`config.mk`:
```
export PLATFORM = sky130hd
export DESIGN_NAME = irq_vec_ctrl
export DESIGN_NICKNAME = d
export VERILOG_FILES = /design/src/rtl/ivc_pkg.sv /design/src/rtl/ivc_select.sv /design/src/rtl/ivc_wdog.sv /design/src/rtl/irq_vec_ctrl.sv
export SDC_FILE = /design/constraint.sdc
export NUM_CORES = 1
export LEC_CHECK = 0
export CORE_UTILIZATION = 35
export CTS_CLUSTER_SIZE = 14
export DETAILED_ROUTE_END_ITERATION = 12
export PLACE_DENSITY_LB_ADDON = 0.05
export SYNTH_ARGS = -nofsm -noshare
export SYNTH_HDL_FRONTEND = slang
export SYNTH_SLANG_ARGS = --single-unit
```
`constraint.sdc`:
```
create_clock -name clk -period 2.55 [get_ports clk]
set_clock_uncertainty 0.15 [all_clocks]
set_input_delay 0.255 -clock clk [delete_from_list [all_inputs] [get_ports clk]]
set_output_delay 0.255 -clock clk [all_outputs]
set_load 0.02 [all_outputs]
```
`src/rtl/ivc_pkg.sv`:
```
package ivc_pkg;
  typedef enum logic [1:0] {
    ST_IDLE = 2'd0,
    ST_WAIT = 2'd1,
    ST_DLVR = 2'd2
  } ivc_state_e;
endpackage

```
`src/rtl/ivc_select.sv`:
```
module ivc_select #(
  parameter int N_DEV  = 4,
  parameter int PRIO_W = 3,
  localparam int IW    = (N_DEV > 1) ? $clog2(N_DEV) : 1
) (
  input  logic [N_DEV-1:0]        req,
  input  logic [N_DEV*PRIO_W-1:0] prio,
  input  logic [PRIO_W-1:0]       level,
  input  logic                    en,
  output logic                    any,
  output logic [IW-1:0]           idx
);
  logic [N_DEV-1:0] elig;

  genvar g;
  generate
    for (g = 0; g < N_DEV; g++) begin : g_elig
      assign elig[g] = en && req[g] && (prio[g*PRIO_W +: PRIO_W] > level);
    end
  endgenerate

  logic [PRIO_W-1:0] best;
  always_comb begin
    any  = 1'b0;
    idx  = '0;
    best = '0;
    for (int i = 0; i < N_DEV; i++) begin
      // strict compare keeps the lower index on ties
      if (elig[i] && (!any || prio[i*PRIO_W +: PRIO_W] > best)) begin
        any  = 1'b1;
        idx  = IW'(i);
        best = prio[i*PRIO_W +: PRIO_W];
      end
    end
  end
endmodule

```
`src/rtl/ivc_wdog.sv`:
```
module ivc_wdog #(
  parameter int TIMEOUT_CYC = 16,
  localparam int CW = $clog2(TIMEOUT_CYC + 1)
) (
  input  logic clk,
  input  logic rst_n,
  input  logic run,
  output logic expire
);
  logic [CW-1:0] cnt;

  always_ff @(posedge clk or negedge rst_n) begin
    if (!rst_n)      cnt <= '0;
    else if (!run)   cnt <= '0;
    else if (!expire) cnt <= cnt + 1'b1;
  end

  assign expire = run && (cnt == CW'(TIMEOUT_CYC - 1));
endmodule

```
`src/rtl/irq_vec_ctrl.sv`:
```
module irq_vec_ctrl
  import ivc_pkg::*;
#(
  parameter int N_DEV       = 4,
  parameter int PRIO_W      = 3,
  parameter int VEC_W       = 8,
  parameter int TIMEOUT_CYC = 16,
  localparam int IW         = (N_DEV > 1) ? $clog2(N_DEV) : 1
) (
  input  logic                    clk,
  input  logic                    rst_n,
  input  logic [N_DEV-1:0]        dev_req,
  input  logic [N_DEV*PRIO_W-1:0] dev_prio,
  input  logic [PRIO_W-1:0]       cur_level,
  input  logic                    glob_en,
  input  logic                    nmi_req,
  output logic                    cpu_irq,
  input  logic                    cpu_ack,
  output logic [N_DEV-1:0]        dev_ack,
  input  logic [N_DEV-1:0]        dev_vec_valid,
  input  logic [N_DEV*VEC_W-1:0]  dev_vec,
  output logic [VEC_W-1:0]        vec_out,
  output logic                    vec_valid,
  input  logic                    vec_ready,
  output logic                    bus_err
);
  ivc_state_e        state;
  logic [IW-1:0]     win_q;
  logic [VEC_W-1:0]  vec_q;
  logic              err_q;
  logic              sel_any;
  logic [IW-1:0]     sel_idx;
  logic              tmo;
  logic              win_vld;
  logic [VEC_W-1:0]  win_vec;

  ivc_select #(.N_DEV(N_DEV), .PRIO_W(PRIO_W)) u_sel (
    .req   (dev_req),
    .prio  (dev_prio),
    .level (cur_level),
    .en    (glob_en),
    .any   (sel_any),
    .idx   (sel_idx)
  );

  ivc_wdog #(.TIMEOUT_CYC(TIMEOUT_CYC)) u_wdog (
    .clk    (clk),
    .rst_n  (rst_n),
    .run    (state == ST_WAIT),
    .expire (tmo)
  );

  assign win_vld = dev_vec_valid[win_q];
  assign win_vec = dev_vec[win_q*VEC_W +: VEC_W];

  assign cpu_irq = (state == ST_IDLE) && (nmi_req || sel_any);

  always_ff @(posedge clk or negedge rst_n) begin
    if (!rst_n) begin
      state <= ST_IDLE;
      win_q <= '0;
      vec_q <= '0;
      err_q <= 1'b0;
    end else begin
      err_q <= 1'b0;
      unique case (state)
        ST_IDLE: begin
          if (cpu_irq && cpu_ack) begin
            if (nmi_req) begin
              vec_q <= '0;
              state <= ST_DLVR;
            end else begin
              win_q <= sel_idx;
              state <= ST_WAIT;
            end
          end
        end
        ST_WAIT: begin
          if (win_vld) begin
            vec_q <= win_vec;
            state <= ST_DLVR;
          end else if (tmo) begin
            err_q <= 1'b1;
            state <= ST_IDLE;
          end
        end
        ST_DLVR: begin
          if (vec_ready) state <= ST_IDLE;
        end
        default: state <= ST_IDLE;
      endcase
    end
  end

  genvar g;
  generate
    for (g = 0; g < N_DEV; g++) begin : g_ack
      assign dev_ack[g] = (state == ST_WAIT) && (win_q == IW'(g));
    end
  endgenerate

  assign vec_valid = (state == ST_DLVR);
  assign vec_out   = vec_q;
  assign bus_err   = err_q;
endmodule

```
=== Yosys cells after proc, flatten, opt, wreduce, memory -nomap -nowiden ===
Cells that the tools add are included.

* Add/sub/neg operators: 1
* $lt $le $gt $ge: 8
* Equal/unequal tests: 12
* Shift-type cells: 1
* Multiplexer cells: 27
* Bitwise gates (word level): 1
* Reductions and logical operators: 31

{| class="wikitable"
|+ Operators with widths
! cell !! number
|-
| $shiftx A32 B6 Y8 || 1
|-
| $mux W8 || 3
|-
| $gt A3 B3 Y1 || 7
|-
| $logic_and A1 B1 Y1 || 18
|-
| $pmux W8 S2 || 1
|-
| $mux W2 || 7
|-
| $mux W5 || 2
|-
| $mux W1 || 9
|-
| $mux W3 || 3
|-
| $eq A2 B2 Y1 const B || 3
|-
| $ne A2 B2 Y1 const B || 3
|-
| $pmux W2 S3 || 1
|-
| $reduce_and A3 Y1 || 2
|-
| $add A5 B1 Y5 const B || 1
|-
| $eq A5 B4 Y1 const B || 1
|-
| $eq A2 B1 Y1 const B || 2
|-
| $logic_not A2 Y1 || 2
|-
| $logic_or A1 B1 Y1 || 4
|-
| $ne A2 B1 Y1 const B || 2
|-
| $reduce_and A4 Y1 || 1
|-
| $logic_not A1 Y1 || 3
|-
| $lt A2 B3 Y1 const B || 1
|-
| $ne A3 B3 Y1 const B || 1
|-
| $bmux W1 S2 || 1
|-
| other kinds (2) || 2
|}

* Register bits: 18
* Input bits: 61
* Output and inout port bits: 15

=== Logic depth before layout (Yosys ltp) ===
* Word-level depth: 20
* Gate-level depth with buffers: 23
* Gate-level depth less buffers: 23

=== Modules after synthesis ===
From an unflattened synthesis, not the netlist that was laid out.

* Cells, all modules: 199
* Area total of the unflattened synthesis: 1903.1 µm²

{| class="wikitable"
|+ By module, submodules not included
! module !! times used !! cells each !! area an instance (µm²) !! seq. area each (µm²)
|-
| irq_vec_ctrl || 1 || 84 || 899.6 || 325.3
|-
| ivc_select || 1 || 91 || 719.4 || 0.0
|-
| ivc_wdog || 1 || 24 || 284.0 || 125.1
|}

=== Worst setup path before layout ===
OpenSTA, ideal clock, no wires.

* Path kind: input-to-reg
* Start: input cur_level[1]
* End: register win_q[1]
* Arrival time: 4.212 ns
* Path slack: -1.940 ns
* Cell stages on the path: 22
* Buffers on the path: 0
* Cells stage by stage: inv_1 > ha_1 > nor2b_1 > o311a_1 > nand3_1 > ha_1 > a211oi_1 > o211ai_1 > and3_1 > nor2_1 > ha_1 > nor2b_1 > o21a_1 > o21ai_1 > a21oi_1 > o31ai_1 > ha_1 > nor2b_1 > o21ai_0 > a32oi_1 > a221oi_2 > a2bb2oi_1

* Word-level cells in the longest chain between the ends: 19
* Elaborated cells on any way between the ends: 33
* Those cells by class: order compare (7); mux (9); reduce/logical (17)

{| class="wikitable"
|+ Ends and longest elaborated chain
! item !! RTL line !! source
|-
| start, declared || irq_vec_ctrl.sv:14 || <nowiki>input logic [PRIO_W-1:0] cur_level,</nowiki>
|-
| $gt A3 B3 Y1 || ivc_select.sv:18 || <nowiki>assign elig[g] = en && req[g] && (prio[g*PRIO_W +: PRIO_W] > level);</nowiki>
|-
| $logic_and A1 B1 Y1 || ivc_select.sv:18 ||
|-
| $mux W3 or $mux W1 (tied branches) || ivc_select.sv:29 || <nowiki>if (elig[i] && (!any || prio[i*PRIO_W +: PRIO_W] > best)) begin</nowiki>
|-
| $gt A3 B3 Y1 or $logic_not A1 Y1 (tied branches) || ivc_select.sv:29 ||
|-
| $logic_or A1 B1 Y1 || ivc_select.sv:29 ||
|-
| $logic_and A1 B1 Y1 || ivc_select.sv:29 ||
|-
| $mux W3 or $mux W1 (tied branches) || ivc_select.sv:29 ||
|-
| $gt A3 B3 Y1 or $logic_not A1 Y1 (tied branches) || ivc_select.sv:29 ||
|-
| (+3 left out) || - ||
|-
| $gt A3 B3 Y1 or $logic_not A1 Y1 (tied branches) || ivc_select.sv:29 ||
|-
| $logic_or A1 B1 Y1 || ivc_select.sv:29 ||
|-
| $logic_and A1 B1 Y1 || ivc_select.sv:29 ||
|-
| $mux W1 || ivc_select.sv:29 ||
|-
| $logic_or A1 B1 Y1 || irq_vec_ctrl.sv:56 || <nowiki>assign cpu_irq = (state == ST_IDLE) && (nmi_req || sel_any);</nowiki>
|-
| $logic_and A1 B1 Y1 || irq_vec_ctrl.sv:56 ||
|-
| $logic_and A1 B1 Y1 || irq_vec_ctrl.sv:68 || <nowiki>if (cpu_irq && cpu_ack) begin</nowiki>
|-
| $reduce_and A3 Y1 (no source line) || - ||
|-
| end signal, assigned || irq_vec_ctrl.sv:73 || <nowiki>win_q <= sel_idx;</nowiki>
|-
| end, declared || irq_vec_ctrl.sv:28 || <nowiki>logic [IW-1:0] win_q;</nowiki>
|}

Several ways; a longest one is shown, not always the timed one.
A chain may end at the register's enable or synchronous reset.

=== Worst setup path after layout ===
* Start: input cur_level[1]
* End: register win_q[0]

The elaborated chain is that of the path after synthesis.

==> impl_summary.md <==
Clock network
The clock passes through at most 2 buffers. The number of buffers created by CTS is 3. The CTS tree is yes. CTS saw 18 sinks. The later pin in the worst-skew pair is clocked with a latency of ~0.25 ns. The tree is rooted in a sky130_fd_sc_hd__clkbuf_8. The H-tree level count is 1. After clock tree synthesis, the clock-pin slew on the worst setup and hold paths is 0.07 ns.

Placement
The detailed-placement wirelength estimate is ~4.1 mm. Once placement completed, the tool counted placed cells totaling roughly 370. Port buffering added 75 buffers.

The congestion estimate from routability-driven global placement came to about 0.85.

Finish
From synthesis to final layout, the design area changed by 80.6%. The most common library cell in the layout ignoring fill and taps is sky130_fd_sc_hd__clkdlybuf4s50_1. The count of cells in the finished layout, fillers not included, comes to roughly 380.

0 antenna diodes ended up in the layout. Counting the fill cells in the layout gives ~380. The net count of the finished layout is ~400.

Leaving out fill and tap cells, the most frequent cells in the layout are 65 x sky130_fd_sc_hd__clkdlybuf4s50_1, 51 x sky130_fd_sc_hd__buf_4, 18 x sky130_fd_sc_hd__dfrtp_1. The fraction of final layout cells with drive strength greater than 1 is 0.360.

Worst setup path
The dominant delay contributor by cell family on the critical path is compound AO/OA/AOI/OAI gates. The largest fanout of any net on the critical path is 3. The kind of end point of the critical path is a register.

The arrival time of the worst setup path is between 4 and 5 ns. Traced cell by cell, the critical path runs through buf_6 -> clkinvlp_4 -> ha_4 -> nor2b_4 -> o311ai_4 -> nor3_2 -> ha_2 -> nand3_2 -> o21ai_2 -> o211ai_1 -> and3_1 -> nor2_1 -> ha_1 -> nor2b_4 -> o21a_1 -> o21ai_2 -> a21oi_2 -> o31ai_2 -> ha_1 -> nor2b_1 -> o21ai_1 -> a32oi_1 -> a221oi_2 -> a2bb2oi_1. For this design, the slowest cell found on the critical path is sky130_fd_sc_hd__ha_2. The largest single stage delay on the critical path is between 0.3 and 0.4 ns. The worst endpoint required time is ~2.5 ns. The class of the most critical setup path is input pin to register.

The startpoint type of the worst setup path is an input pin. The critical path depth is 24. The number of cells on the worst reg-to-reg path is 5. Counting both buffers and inverters, the worst setup path holds a total of 2.

Across all register-to-register paths, the minimum setup slack is 0.65 ns.

Route
The number of DRC violations after detailed routing is 0. The per-cell routed wire length is approximately 14 µm. The first-iteration detailed-routing DRC count is between 40 and 50. The length of the first detailed-routing pass in iterations is 4. The total vias in the final route is ~1900. The final antenna-violating net count is 0. Wires add up to around 5.5 mm. The detail-routed via count per cell is roughly 5.1.

Status
The run finished, with violations left. The final reports fail on setup timing.

Min path
The min-delay analysis places its worst path in the category input pin to async pin.

Logic synthesis
The flip-flop and latch count after synthesis is 18. The mean instance size in the synthesized netlist is just under 10 µm². The post-synthesis cell count is 187. The post-synth net total is around 270. The top cell type's share of synthesized area is 0.248.

After synthesis the cells add up to roughly 1800 µm². The number of distinct library cells after synthesis is 50. The number of enable-type register cells in the synthesized netlist is 0. The share of the Yosys chip area taken by registers is 0.248.

The fraction of registers with async set or reset after synthesis is 1.00. The total of warnings raised by yosys is 0. The main flop type after synthesis is sky130_fd_sc_hd__dfrtp_1. Sorting the synthesized cells by area gives the leading types as sky130_fd_sc_hd__dfrtp_1 25%, sky130_fd_sc_hd__ha_1 16%, sky130_fd_sc_hd__mux4_2 7.4%. The top cell type by total area after synthesis is sky130_fd_sc_hd__dfrtp_1.

Timing
The post-route worst setup slack is -1.67 ns. The number of max-slew violations in the final report was 0. The slew of the pin with the lowest slew margin is 0.606 ns. The part of the cycle the worst path needs is 1.66. The number of failing setup endpoints in the final timing report is 3. Setup repair after global routing could not meet its margin everywhere. The maximum frequency from static timing analysis is 0.237 GHz. The final hold slack is about 0.19 ns. The post-layout minimum cycle time is around 4.2 ns. The final hold violation count is 0. Measured against its own limit, the worst slew margin works out to 0.595.

Pwr
VDD sags by at most roughly 0.25 mV. The total power density per cell area is between 400 and 500 nW/µm². In this run the static leakage power is about 0.0014 µW.

Floorplanning
The core region area is a little under 5000 µm². In this run the count of I/O pins placed on the die edge is 76. For this configuration, the core starts out at a cell density of 0.375.

The chip width is 74.1 µm. The vertical extent of the die is 74.1 µm. The die outline area is around 5500 µm². The floorplan has 25 rows.

Global routing
The via count of the first global-routing pass is around 1800. The first-pass GRT wire length is approximately 8.4 mm. The initial antenna violation count was 0. The overall global routing resource usage is 0.202. Entering global routing, the biggest net connects 19 pins. For this run the aggregate overflow at the end of global routing stands at 0.

Run
The number of maximum-capacitance violations is 0.
## layer usage
metal  vias to the layer above  GRT usage  wire length (µm)
met4                         0     0.0321                31
li1                        965          -                 -
met3                         2     0.0244               171
met5                         -          0                 0
met1                       901      0.263              2410
met2                        52      0.362              2860
## cell usage after synthesis, drive strengths merged (2+ instances only)
master,instances
a31oi,4
o211ai,2
a21oi,5
a211oi,2
a311o,2
and3,4
ha,23
clkbuf,3
nand3,13
xor2,2
nand3b,2
a2bb2oi,2
a211o,2
a31o,2
a21o,2
o311ai,4
nor2b,9
mux4,9
inv,18
o31ai,2
nor3,3
dfrtp,18
buf,5
o21ai,11
nand2,5
nor2,17
o311a,2
## power by group
group | switching (µW) | internal (µW) | total [µW]
Clock | 99.8 | 137 | 237
Combinational | 387 | 490 | 878
Sequential | 51.2 | 332 | 383
Total | 538 | 960 | 1500
## kinds of logic after synthesis
group / count (synthesis) / synth area share
AOI/OAI and AO/OA: 50 / 0.230
xor gates and xnor gates: 3 / 0.0145
muxes: 10 / 0.123
adders and majority gates: 23 / 0.158
buffers and inverters: 26 / 0.0640
DFF: 18 / 0.248
and+or+nand+nor: 57 / 0.162
## timing repair
| action | in CTS | in global routing |
|---|---|---|
| pin swaps | 27 | 25 |
| gates resized for setup | 37 | 21 |
| setup endpoints to repair | 3 | 3 |
| hold buffers | 0 | 0 |
| buffers inserted | 8 | 4 |
## through the flow
| stage | area [µm²] | TNS, ns | setup WS (ns) | util | power [µW] |
|---|---|---|---|---|---|
| floorplan | 1850 | -3.41 | -1.71 | - | 884 |
| global placement | 2970 | -5.43 | -2.21 | 0.613 | 1190 |
| detailed placement | 2970 | -5.87 | -2.41 | 0.613 | 1190 |
| CTS | 3210 | -3.66 | -1.68 | 0.663 | 1480 |
| global route | 3280 | -4.12 | -1.97 | 0.677 | 1600 |
| finish | 3280 | -3.44 | -1.67 | 0.677 | 1500 |
## flip-flops by register name (all words and copies together) (netlist names)
register,cells
bus_err,1
state,2
u_wdog.cnt,5
vec_out,8
win_q,2
## worst register-to-register path, delay by kind of cell, from the launching register on
family | cells | cell delay, ns
multiplexers | 1 | 0.40
AND/OR/NAND/NOR | 2 | 0.27
AO/OA/AOI/OAI | 2 | 0.60
flip-flops | 1 | 0.41
## layout make-up
cell class	count	area, µm²	share of cell area
Multi-Input combinational cell	143	1470	0.449
Timing Repair Buffer	128	1150	0.350
Sequential cell	18	450	0.137
Tap cell	67	83.8	0.0255
Inverter	18	71.3	0.0217
Clock buffer	4	55.1	0.0168
## worst paths after layout
| kind | start | to |
|---|---|---|
| max | cur_level[1] | win_q[0] |
| min | rst_n | u_wdog.cnt[2] |
| max reg2reg | win_q[0] | vec_out[4] |
| min reg2reg | vec_out[5] | vec_out[5] |
| max in group asynchronous | rst_n | vec_out[0] |
| min in group clk | vec_out[5] | vec_out[5] |
No activity file was read; power rests on OpenSTA's default activity.
